File: config.mk
export PLATFORM = sky130hd
export DESIGN_NAME = wr_page_cache
export DESIGN_NICKNAME = d
export VERILOG_FILES = /design/src/rtl/wpc_pkg.sv /design/src/rtl/wpc_pointer.sv /design/src/rtl/wpc_store.sv /design/src/rtl/wpc_drain.sv /design/src/rtl/wr_page_cache.sv
export SDC_FILE = /design/constraint.sdc
export NUM_CORES = 1
export LEC_CHECK = 0
export BUFFER_PORTS_ARGS = -buffer_cell sky130_fd_sc_hd__buf_2
export CAP_MARGIN = 40
export CELL_PAD_IN_SITES_DETAIL_PLACEMENT = 0
export CELL_PAD_IN_SITES_GLOBAL_PLACEMENT = 1
export CORE_MARGIN = 3
export CORE_UTILIZATION = 40
export DETAILED_ROUTE_END_ITERATION = 7
export HOLD_SLACK_MARGIN = 0.1
export PLACE_DENSITY_LB_ADDON = 0.1
export SLEW_MARGIN = 20
export SYNTH_ARGS = -nofsm -noshare
export SYNTH_HDL_FRONTEND = slang
export SYNTH_SLANG_ARGS = --single-unit
export TNS_END_PERCENT = 10
File: constraint.sdc
create_clock -name clk -period 5.5 [get_ports clk]
set_input_delay 1.1 -clock clk [delete_from_list [all_inputs] [get_ports clk]]
set_output_delay 1.1 -clock clk [all_outputs]
set_load 0.01 [all_outputs]
File: src/rtl/wpc_pkg.sv
package wpc_pkg;
  localparam int ADDR_W  = 13;
  localparam int DATA_W  = 8;
  localparam int OFS_W   = 6;
  localparam int BYTE_W  = 3;
  localparam int DEPTH   = 1 << OFS_W;
  localparam int UPPER_W = ADDR_W - OFS_W;
  localparam int LINE_W  = OFS_W - BYTE_W;

  typedef logic [OFS_W-1:0]   ofs_t;
  typedef logic [UPPER_W-1:0] upper_t;
  typedef logic [DEPTH-1:0]   vmask_t;
  typedef logic [ADDR_W-1:0]  addr_t;
  typedef logic [DATA_W-1:0]  data_t;
  typedef logic [LINE_W-1:0]  line_t;

  function automatic ofs_t ofs_advance(input ofs_t o);
    return ofs_t'(o + ofs_t'(1));
  endfunction

  function automatic line_t line_of(input ofs_t o);
    return o[OFS_W-1:BYTE_W];
  endfunction

  function automatic logic [BYTE_W-1:0] byte_of(input ofs_t o);
    return o[BYTE_W-1:0];
  endfunction

  function automatic vmask_t lowest_onehot(input vmask_t v);
    return v & (~v + vmask_t'(1));
  endfunction

  function automatic ofs_t onehot_index(input vmask_t oh);
    ofs_t idx;
    idx = '0;
    for (int i = 0; i < DEPTH; i++) begin
      if (oh[i]) idx = ofs_t'(i);
    end
    return idx;
  endfunction

  function automatic addr_t compose_addr(input upper_t up, input ofs_t o);
    return {up, o};
  endfunction
endpackage

File: src/rtl/wpc_pointer.sv
module wpc_pointer
  import wpc_pkg::*;
(
  input  logic   clk,
  input  logic   rst_n,
  input  logic   load_i,
  input  addr_t  addr_i,
  input  logic   step_i,
  output upper_t upper_o,
  output ofs_t   ofs_o
);
  upper_t upper_q;
  ofs_t   ofs_q;

  always_ff @(posedge clk) begin
    if (!rst_n) begin
      upper_q <= '0;
      ofs_q   <= '0;
    end else if (load_i) begin
      upper_q <= addr_i[ADDR_W-1:OFS_W];
      ofs_q   <= addr_i[OFS_W-1:0];
    end else if (step_i) begin
      ofs_q   <= ofs_advance(ofs_q);
    end
  end

  assign upper_o = upper_q;
  assign ofs_o   = ofs_q;

  // the region bits only change on a load
  a_r2_upper_fixed: assert property (@(posedge clk) disable iff (!rst_n)
    !load_i |=> $stable(upper_o));

  // leaving the last byte of a line lands on byte 0 of the next line
  a_r3_line_step: assert property (@(posedge clk) disable iff (!rst_n)
    (step_i && !load_i && byte_of(ofs_o) == '1) |=>
      (byte_of(ofs_o) == '0 && line_of(ofs_o) == line_t'($past(line_of(ofs_o)) + line_t'(1))));
endmodule

File: src/rtl/wpc_store.sv
module wpc_store
  import wpc_pkg::*;
(
  input  logic   clk,
  input  logic   rst_n,
  input  logic   wr_i,
  input  ofs_t   wr_idx_i,
  input  data_t  wr_data_i,
  input  logic   clear_all_i,
  input  logic   retire_i,
  input  ofs_t   retire_idx_i,
  output vmask_t valid_o,
  output data_t  rd_data_o
);
  data_t  mem_q [DEPTH];
  vmask_t valid_q;

  for (genvar g = 0; g < DEPTH; g++) begin : g_slot
    logic hit_wr, hit_ret;
    assign hit_wr  = wr_i && (wr_idx_i == ofs_t'(g));
    assign hit_ret = retire_i && (retire_idx_i == ofs_t'(g));

    always_ff @(posedge clk) begin
      if (!rst_n) begin
        valid_q[g] <= 1'b0;
      end else if (clear_all_i) begin
        valid_q[g] <= 1'b0;
      end else if (hit_wr) begin
        valid_q[g] <= 1'b1;
      end else if (hit_ret) begin
        valid_q[g] <= 1'b0;
      end
    end

    always_ff @(posedge clk) begin
      if (hit_wr) mem_q[g] <= wr_data_i;
    end
  end

  assign valid_o   = valid_q;
  assign rd_data_o = mem_q[retire_idx_i];

  // a clear leaves no slot filled
  a_r7_clear_empties: assert property (@(posedge clk) disable iff (!rst_n)
    clear_all_i |=> (valid_o == '0));

  // a written slot is filled afterwards, whether or not it was filled before
  a_r4_write_fills: assert property (@(posedge clk) disable iff (!rst_n)
    (wr_i && !clear_all_i) |=> valid_o[$past(wr_idx_i)]);
endmodule

File: src/rtl/wpc_drain.sv
module wpc_drain
  import wpc_pkg::*;
(
  input  logic   clk,
  input  logic   rst_n,
  input  logic   launch_i,
  input  vmask_t valid_i,
  output logic   busy_o,
  output logic   retire_o,
  output ofs_t   pick_idx_o
);
  logic   busy_q;
  vmask_t pick_oh;
  vmask_t remain;

  assign pick_oh    = lowest_onehot(valid_i);
  assign pick_idx_o = onehot_index(pick_oh);
  assign retire_o   = busy_q && (valid_i != '0);
  assign remain     = valid_i & ~pick_oh;

  always_ff @(posedge clk) begin
    if (!rst_n) begin
      busy_q <= 1'b0;
    end else if (busy_q) begin
      busy_q <= (remain != '0);
    end else if (launch_i) begin
      busy_q <= 1'b1;
    end
  end

  assign busy_o = busy_q;

  // every busy cycle carries a write
  a_r5_busy_commits: assert property (@(posedge clk) disable iff (!rst_n)
    busy_o |-> retire_o);

  // at most one slot is selected per cycle
  a_r5_single_pick: assert property (@(posedge clk) disable iff (!rst_n)
    $onehot0(pick_oh));
endmodule

File: src/rtl/wr_page_cache.sv
module wr_page_cache
  import wpc_pkg::*;
#(
  parameter int P_ADDR_W = wpc_pkg::ADDR_W,
  parameter int P_DATA_W = wpc_pkg::DATA_W
)(
  input  logic                clk,
  input  logic                rst_n,
  input  logic                start_i,
  input  logic [P_ADDR_W-1:0] start_addr_i,
  input  logic                byte_vld_i,
  input  logic [P_DATA_W-1:0] byte_i,
  input  logic                stop_i,
  input  logic                abort_i,
  output logic                cmt_we_o,
  output logic [P_ADDR_W-1:0] cmt_addr_o,
  output logic [P_DATA_W-1:0] cmt_data_o,
  output logic                busy_o
);
  logic   idle;
  logic   abort_acc, start_acc, byte_acc, stop_acc, launch;
  upper_t upper;
  ofs_t   ofs;
  vmask_t valid;
  logic   retire;
  ofs_t   pick_idx;
  data_t  rd_data;
  logic   busy;

  assign idle      = !busy;
  assign abort_acc = idle && abort_i;
  assign start_acc = idle && start_i && !abort_i;
  assign byte_acc  = idle && byte_vld_i && !abort_i && !start_i;
  assign stop_acc  = idle && stop_i && !abort_i && !start_i;
  assign launch    = stop_acc && ((valid != '0) || byte_acc);

  wpc_pointer u_ptr (
    .clk     (clk),
    .rst_n   (rst_n),
    .load_i  (start_acc),
    .addr_i  (addr_t'(start_addr_i)),
    .step_i  (byte_acc),
    .upper_o (upper),
    .ofs_o   (ofs)
  );

  wpc_store u_store (
    .clk          (clk),
    .rst_n        (rst_n),
    .wr_i         (byte_acc),
    .wr_idx_i     (ofs),
    .wr_data_i    (data_t'(byte_i)),
    .clear_all_i  (abort_acc || start_acc),
    .retire_i     (retire),
    .retire_idx_i (pick_idx),
    .valid_o      (valid),
    .rd_data_o    (rd_data)
  );

  wpc_drain u_drain (
    .clk        (clk),
    .rst_n      (rst_n),
    .launch_i   (launch),
    .valid_i    (valid),
    .busy_o     (busy),
    .retire_o   (retire),
    .pick_idx_o (pick_idx)
  );

  assign busy_o     = busy;
  assign cmt_we_o   = retire;
  assign cmt_addr_o = P_ADDR_W'(compose_addr(upper, pick_idx));
  assign cmt_data_o = P_DATA_W'(rd_data);

  // the array is only written during a drain
  a_r5_no_write_idle: assert property (@(posedge clk) disable iff (!rst_n)
    cmt_we_o |-> busy_o);

  // no slot becomes filled while draining
  a_r8_frozen_when_busy: assert property (@(posedge clk) disable iff (!rst_n)
    busy_o |=> ((valid & ~$past(valid)) == '0));

  // Stop with nothing captured does not start a drain
  a_r9_empty_stop: assert property (@(posedge clk) disable iff (!rst_n)
    (!busy_o && stop_i && valid == '0 && !byte_vld_i) |=> !busy_o);
endmodule

==> results of run 1 <==
==> registers in the layout, summed over array words and instances, names as in the netlist <==
signal           count
u_store.mem_q      512
u_store.valid_o     64
u_drain.busy_o       1
u_ptr.ofs_o          6
u_ptr.upper_o        7
==> power by group through the flow <==
| stage | logic (mW) | registers (mW) | clock network (mW) |
|---|---|---|---|
| final | 0.236 | 4.88 | 4.30 |
| after global routing | 0.254 | 4.88 | 4.57 |
| after CTS | 0.237 | 4.88 | 4.40 |
| after detailed placement | 0.228 | 4.98 | 0 |
| after global placement | 0.225 | 4.97 | 0 |
| after floorplan | 0.0828 | 4.97 | 0 |
==> cells by family after synthesis <==
logic type | share of synthesized area (%)
buffers and inverters | 3.286
AOI/OAI and AO/OA | 11.10
DFF | 67.61
adders and majority gates | 0.3596
muxes | 4.645
xor gates and xnor gates | 0.1049
and+or+nand+nor | 12.90
==> path summary, 6_finish.rpt <==
kind / end / start / slack [ns] / cells after the start
setup / recovery: cmt_data_o[2] / u_store.valid_o[46] / -0.33 / 14
hold / removal: u_ptr.upper_o[5] / u_ptr.upper_o[5] / 0.46 / 2
hold reg to reg: u_ptr.upper_o[5] / u_ptr.upper_o[5] / 0.46 / 2
setup reg to reg: u_store.valid_o[45] / u_store.valid_o[46] / 1.65 / 13
==> layout make-up <==
cell class / count / area [µm²] / area share, %
inverter: 83 / 341.6 / 1.123
tap: 837 / 1047 / 3.444
clock inverter: 34 / 326.6 / 1.074
timing repair inverter: 1 / 16.27 / 0.05349
clock buffer: 82 / 1754 / 5.769
sequential: 590 / 16940 / 55.69
multi-input combinational: 1296 / 7651 / 25.16
timing repair buffer: 273 / 2336 / 7.682
==> synthesized netlist by cell type (14+ instances only) <==
library cell  count
mux2_2           18
nor3_1           16
mux2i_1          96
nand4_1          16
a21oi_1         238
edfxtp_1        512
clkbuf_1         38
nand2_1         415
inv_1            79
dfxtp_1          78
nand3_1          32
o22ai_1          40
buf_2            30
nor4_1           49
and2_1           21
nor2_1           65
buf_4            14
o21ai_0          92
==> routing by layer <==
metal	part of all wire [%]	vias to the layer above
li1	-	8168
met1	44	9277
met2	47	685
met3	5.9	144
met4	3.1	0
met5	0	-
==> worst max-delay path: cells and delay by family, from the launching register on <==
kind	cells	cell delay, ns
buffers and inverters	3	0.36
flip-flops	1	0.31
AO/OA/AOI/OAI	3	0.81
AND/OR/NAND/NOR	7	2.36
multiplexers	1	0.31
==> per-stage QoR <==
step | power [mW] | util (%) | setup slack, ns
after global placement | 5.199 | 44.48 | -0.2915
after floorplan | 5.055 | - | 0.6385
after CTS | 9.512 | 48.84 | -0.4484
final | 9.417 | 49.19 | -0.3315
after global routing | 9.701 | 49.19 | -0.4303
after detailed placement | 5.203 | 44.49 | -0.2853
==> repair_timing <==
item                       in CTS  in global routing
setup endpoints to repair       8                  8
gates cloned                    3                  1
pin swaps                      20                 14
gates resized for setup        57                 24
setup buffers                  26                  8
hold buffers                    0                  0
==> results.yml, run 1 <==
drt:
  drtIter0Drc: 1873
  vias_per_cell: 5.718
  wl_um: 85110
  routedWlPerCell_um: 26.63
  drtAntennaViolNets: 0
  first_pass_iters: 5
  drcViolationCount: 0
  via_count: 18270
power:
  p_leak_nw: 11.04
  peakVddDrop_mv: 0.1977
  swShare_pct: 20.55
  switching_power_mw: 1.935
  pwr-share-clk_pct: 45.7
  intPower_mw: 7.482
  seq_power_share_pct: 51.8
  p_comb_share_pct: 2.5
  p_per_area_mw_per_mm2: 309.7
placement:
  post_dp_cell_area_mm2: 0.02751
  place_congestion: 0.9255
  io_buffer_count: 49
  hpwl_um: 57930
  dp_cells: 3042
global_route:
  grt_busiest_layer: "met2"
  grt_max_degree: 89
  grtUsageMet3_pct: 3.289
  grt_pass1_vias: 17710
  grt_overflow: 0
  met1_usage_pct: 35.83
  antenna_found_initial: 0
  use_met2_pct: 41.53
  grtUsageTotal_pct: 25.60
  grt_first_pass_wirelength_um: 123000
final_layout:
  layout.cells.non_filler: 3196
  final_cell_mix: "edfxtp_1, nand2_1, a21oi_1, buf_4, mux2i_1"
  drive_gt1_share_pct: 19.58
  diodes: 0
  fillers: 5526
  final_nets: 2342
  final_common_cell: "edfxtp_1"
  fin_area_mm2: 0.03041
  area_delta_synth_final_pct: 21.39
yosys:
  synthArstFlopShare_pct: 0
  synth_edf_count: 512
  synth_top_area_share_pct: 61.37
  synth.yosys.seq_area_share_pct: 67.61
  synth_seq_cells: 590
  ys_types: 83
  yosysTopAreaCell: "edfxtp_1"
  syn_area_mm2: 0.02505
  syn_avg_cell_area_um2: 12.16
  ys_warn_count: 0
  syn-num-nets: 2092
  synthCells: 2061
  synthTopCellsByArea: "edfxtp_1, dfxtp_1, nand2_1"
  yosys_most_used_dff: "edfxtp_1"
floorplan:
  boundaryPins: 50
  die_h_um: 256.3
  chipWidth_um: 256.3
  die_area_mm2: 0.06567
  initial_core_util_pct: 40.52
  core_area_mm2: 0.06183
  fp-row-count: 91
timing:
  setup_viol: 8
  slew_headroom_pct: 43.41
  fin_crit_ns: 5.831
  hold_viol: 0
  whs_ns: 0.4585
  fin_crit_sh_pct: 106.0
  drv_slew: 0
  tns_ns: -2.132
  clock_skew_ns: 0.02134
  worst_pin_slew_ns: 0.8479
  rsz0062_at_grt: "true"
  max_freq_ghz: 0.1715
  setup_ws_ns: -0.3315
setup_path:
  end_kind: "output port"
  cp_max_fo: 6
  critPathArrivalTime_ns: 4.73
  cp.required_ns: 4.40
  worstSetupPathType: "reg2out"
  crit_slowest_cell: "or4_4"
  crit_path_start_kind: "flip-flop"
  cp_cell_sequence: "or4_4 > or4b_4 > nor4_4 > nand2_2 > o221ai_4 > nor2_4 > clkinv_8 > buf_12 > mux2_4 > a222oi_1 > nor4b_4 > o22a_1 > or3b_4 > buf_6"
  max_stage_delay_ns: 0.54
clocking:
  htreeDepth: 3
  clock_latency_ns: 0.60
  cts_inserted_buffers: 66
  cts_tree: "yes"
  clock_sinks: 590
  clk_pin_slew_ns: 0.06
  clk_path_buf_depth: 3
  cts-root-buf: "clkbuf_16"
outcome:
  outcome: "finished, violations left"
  violations: "setup timing"
job:
  maxCapViolations: 0
worst_hold_path:
  hp-class: "reg2reg"
(Power assumes the default switching activity.)
==> run 2: changes to the inputs <==
--- a/config.mk
+++ b/config.mk
@@ -14,6 +14,7 @@
 export DETAILED_ROUTE_END_ITERATION = 7
 export HOLD_SLACK_MARGIN = 0.1
 export PLACE_DENSITY_LB_ADDON = 0.1
+export REMOVE_ABC_BUFFERS = 1
 export SLEW_MARGIN = 20
 export SYNTH_ARGS = -nofsm -noshare
 export SYNTH_HDL_FRONTEND = slang
==> results.yml, run 2 (synthesis results as in run 1) <==
floorplan:
  boundaryPins: 50
  core_area_mm2: 0.06183
  initial_core_util_pct: 40.52
  die_h_um: 256.3
  die_area_mm2: 0.06567
  fp-row-count: 91
  chipWidth_um: 256.3
clocking:
  cts_tree: "yes"
  htreeDepth: 3
  cts_inserted_buffers: 66
  clk_pin_slew_ns: 0.06
  clock_latency_ns: 0.60
  clock_sinks: 590
  clk_path_buf_depth: 3
  cts_hold_buf: 0
  cts-root-buf: "clkbuf_16"
placement:
  post_dp_cell_area_mm2: 0.02753
  post-place-ws_ns: -0.1885
  io_buffer_count: 49
  place_congestion: 0.9191
  hpwl_um: 57030
drt:
  first_pass_iters: 7
  wl_um: 85120
  vias_per_cell: 5.693
  drcViolationCount: 0
  drtIter0Drc: 1680
  drtAntennaViolNets: 0
  routedWlPerCell_um: 26.83
  via_count: 18060
worst_hold_path:
  min_path_cells: 2
  worstHoldStart: "u_ptr.upper_o[1]"
  hold_end: "u_ptr.upper_o[1]"
  hp-class: "reg2reg"
global_route:
  grtUsageTotal_pct: 25.36
  grt_first_pass_wirelength_um: 121300
  grt_max_degree: 65
  grt_pass1_vias: 17540
  antenna_found_initial: 1
  grt_overflow: 0
setup_path:
  cp_max_fo: 14
  r2r_setup_slack_ns: 1.51
  crit_top_cell: "buf_4"
  max_stage_delay_ns: 0.56
  rr_startpoint: "u_store.valid_o[47]"
  path_buf_inv: 4
  crit_cells: 15
  regToRegEndpoint: "u_store.valid_o[19]"
  cpLargestDelayFamily: "simple AND/OR/NAND/NOR gates"
  cp_cell_sequence: "or4_4 > or4b_4 > nor3_4 > buf_4 > nand4_1 > nand3_4 > nor2_4 > clkinv_8 > buf_4 > mux2_2 > a222oi_1 > nor4b_2 > o22a_2 > or3b_1 > buf_2"
  cp.required_ns: 4.40
  crit_slowest_cell: "or4b_4"
  crit_path_start_kind: "flip-flop"
  worstSetupPathType: "reg2out"
  reg2regPathDepth: 13
  crit_path_start: "u_store.valid_o[47]"
  critPathArrivalTime_ns: 4.94
  end_kind: "output port"
timing:
  max_freq_ghz: 0.1655
  tns_ns: -3.622
  rsz0062_at_grt: "true"
  setup_viol: 8
  setup_ws_ns: -0.5429
  worst_pin_slew_ns: 0.8819
  clock_skew_ns: 0.01448
  fin_crit_ns: 6.043
  hold_viol: 0
  fin_crit_sh_pct: 109.9
  slew_headroom_pct: 41.07
  drv_slew: 0
final_layout:
  area_delta_synth_final_pct: 19.55
  drive_gt1_share_pct: 18.03
  regMostFlops: "u_store.mem_q"
  final_common_cell: "edfxtp_1"
  largest_reg_flops: 512
  final_cell_mix: "edfxtp_1, nand2_1, a21oi_1, buf_4, mux2i_1"
  diodes: 0
  fin_area_mm2: 0.02995
  final_nets: 2319
outcome:
  violations: "setup timing"
  outcome: "finished, violations left"
power:
  swShare_pct: 20.90
  pwr-share-clk_pct: 45.1
  seq_power_share_pct: 52.4
  intPower_mw: 7.361
  p_leak_nw: 10.86
  p_comb_share_pct: 2.5
  peakVddDrop_mv: 0.1949
  p_per_area_mw_per_mm2: 310.7
  switching_power_mw: 1.945
job:
  maxCapViolations: 0
run 2: final cells by class:
type	count	area, µm²
timing repair inverter	1	11.26
sequential	590	16940
clock buffer	86	1737
fill	5623	31880
inverter	83	339.1
tap	837	1047
timing repair buffer	250	2081
multi-input combinational	1296	7512
clock inverter	29	286.5
run 2: how the worst max path moves through the flow:
stage	endpoint	slack, ns
floorplan	cmt_data_o[2]	-5.65
finish	cmt_data_o[2]	-0.54
global route	cmt_data_o[2]	-0.64
detailed placement	cmt_data_o[7]	-0.19
global placement	cmt_data_o[7]	-0.21
CTS	cmt_data_o[1]	-0.58
run 2: worst reg2reg max path, stage by stage (launching register included):
cell and delay (ns):
dfxtp_1 0.31, or4_4 0.54, or4b_4 0.56, nor4_4 0.27
buf_4 0.18, nand3_1 0.09, o211a_1 0.20, o21a_1 0.16
buf_12 0.16, inv_4 0.14, buf_4 0.25, nand2_1 0.51
o21ai_0 0.39, a21oi_1 0.10
run 2: per-stage QoR:
step | power, mW | hold slack (ns) | utilization [%] | instances
2_1_floorplan | 5.051 | 0.4806 | - | 1969
3_3_place_gp | 5.197 | 0.4488 | 44.53 | 3047
3_5_place_dp | 5.201 | 0.4562 | 44.53 | 3047
4_1_cts | 9.396 | 0.4654 | 48.09 | 3165
5_1_grt | 9.580 | 0.4904 | 48.44 | 3172
6_report | 9.305 | 0.4615 | 48.44 | 3172
run 2: what timing repair did:
action                                  in CTS  in global routing
endpoints found under the setup margin       8                  8
pin swaps                                    2                  6
gates cloned                                 3                  2
gates resized for setup                     17                 27
buffers inserted                             0                  5
run 2: power by group through the flow:
stage | clock network, mW | logic [mW] | registers [mW]
4_1_cts | 4.29 | 0.230 | 4.88
2_1_floorplan | 0 | 0.0773 | 4.97
6_report | 4.20 | 0.229 | 4.88
3_5_place_dp | 0 | 0.226 | 4.97
5_1_grt | 4.45 | 0.249 | 4.88
3_3_place_gp | 0 | 0.223 | 4.97
run 2: per-layer routing:
layer / vias up / global-route usage (%) / wire length [µm]
met1: 9117 / 35.49 / 37210
li1: 8137 / - / -
met3: 115 / 2.993 / 5140
met2: 689 / 41.37 / 40300
met4: 0 / 8.267 / 2472
met5: - / 0 / 0
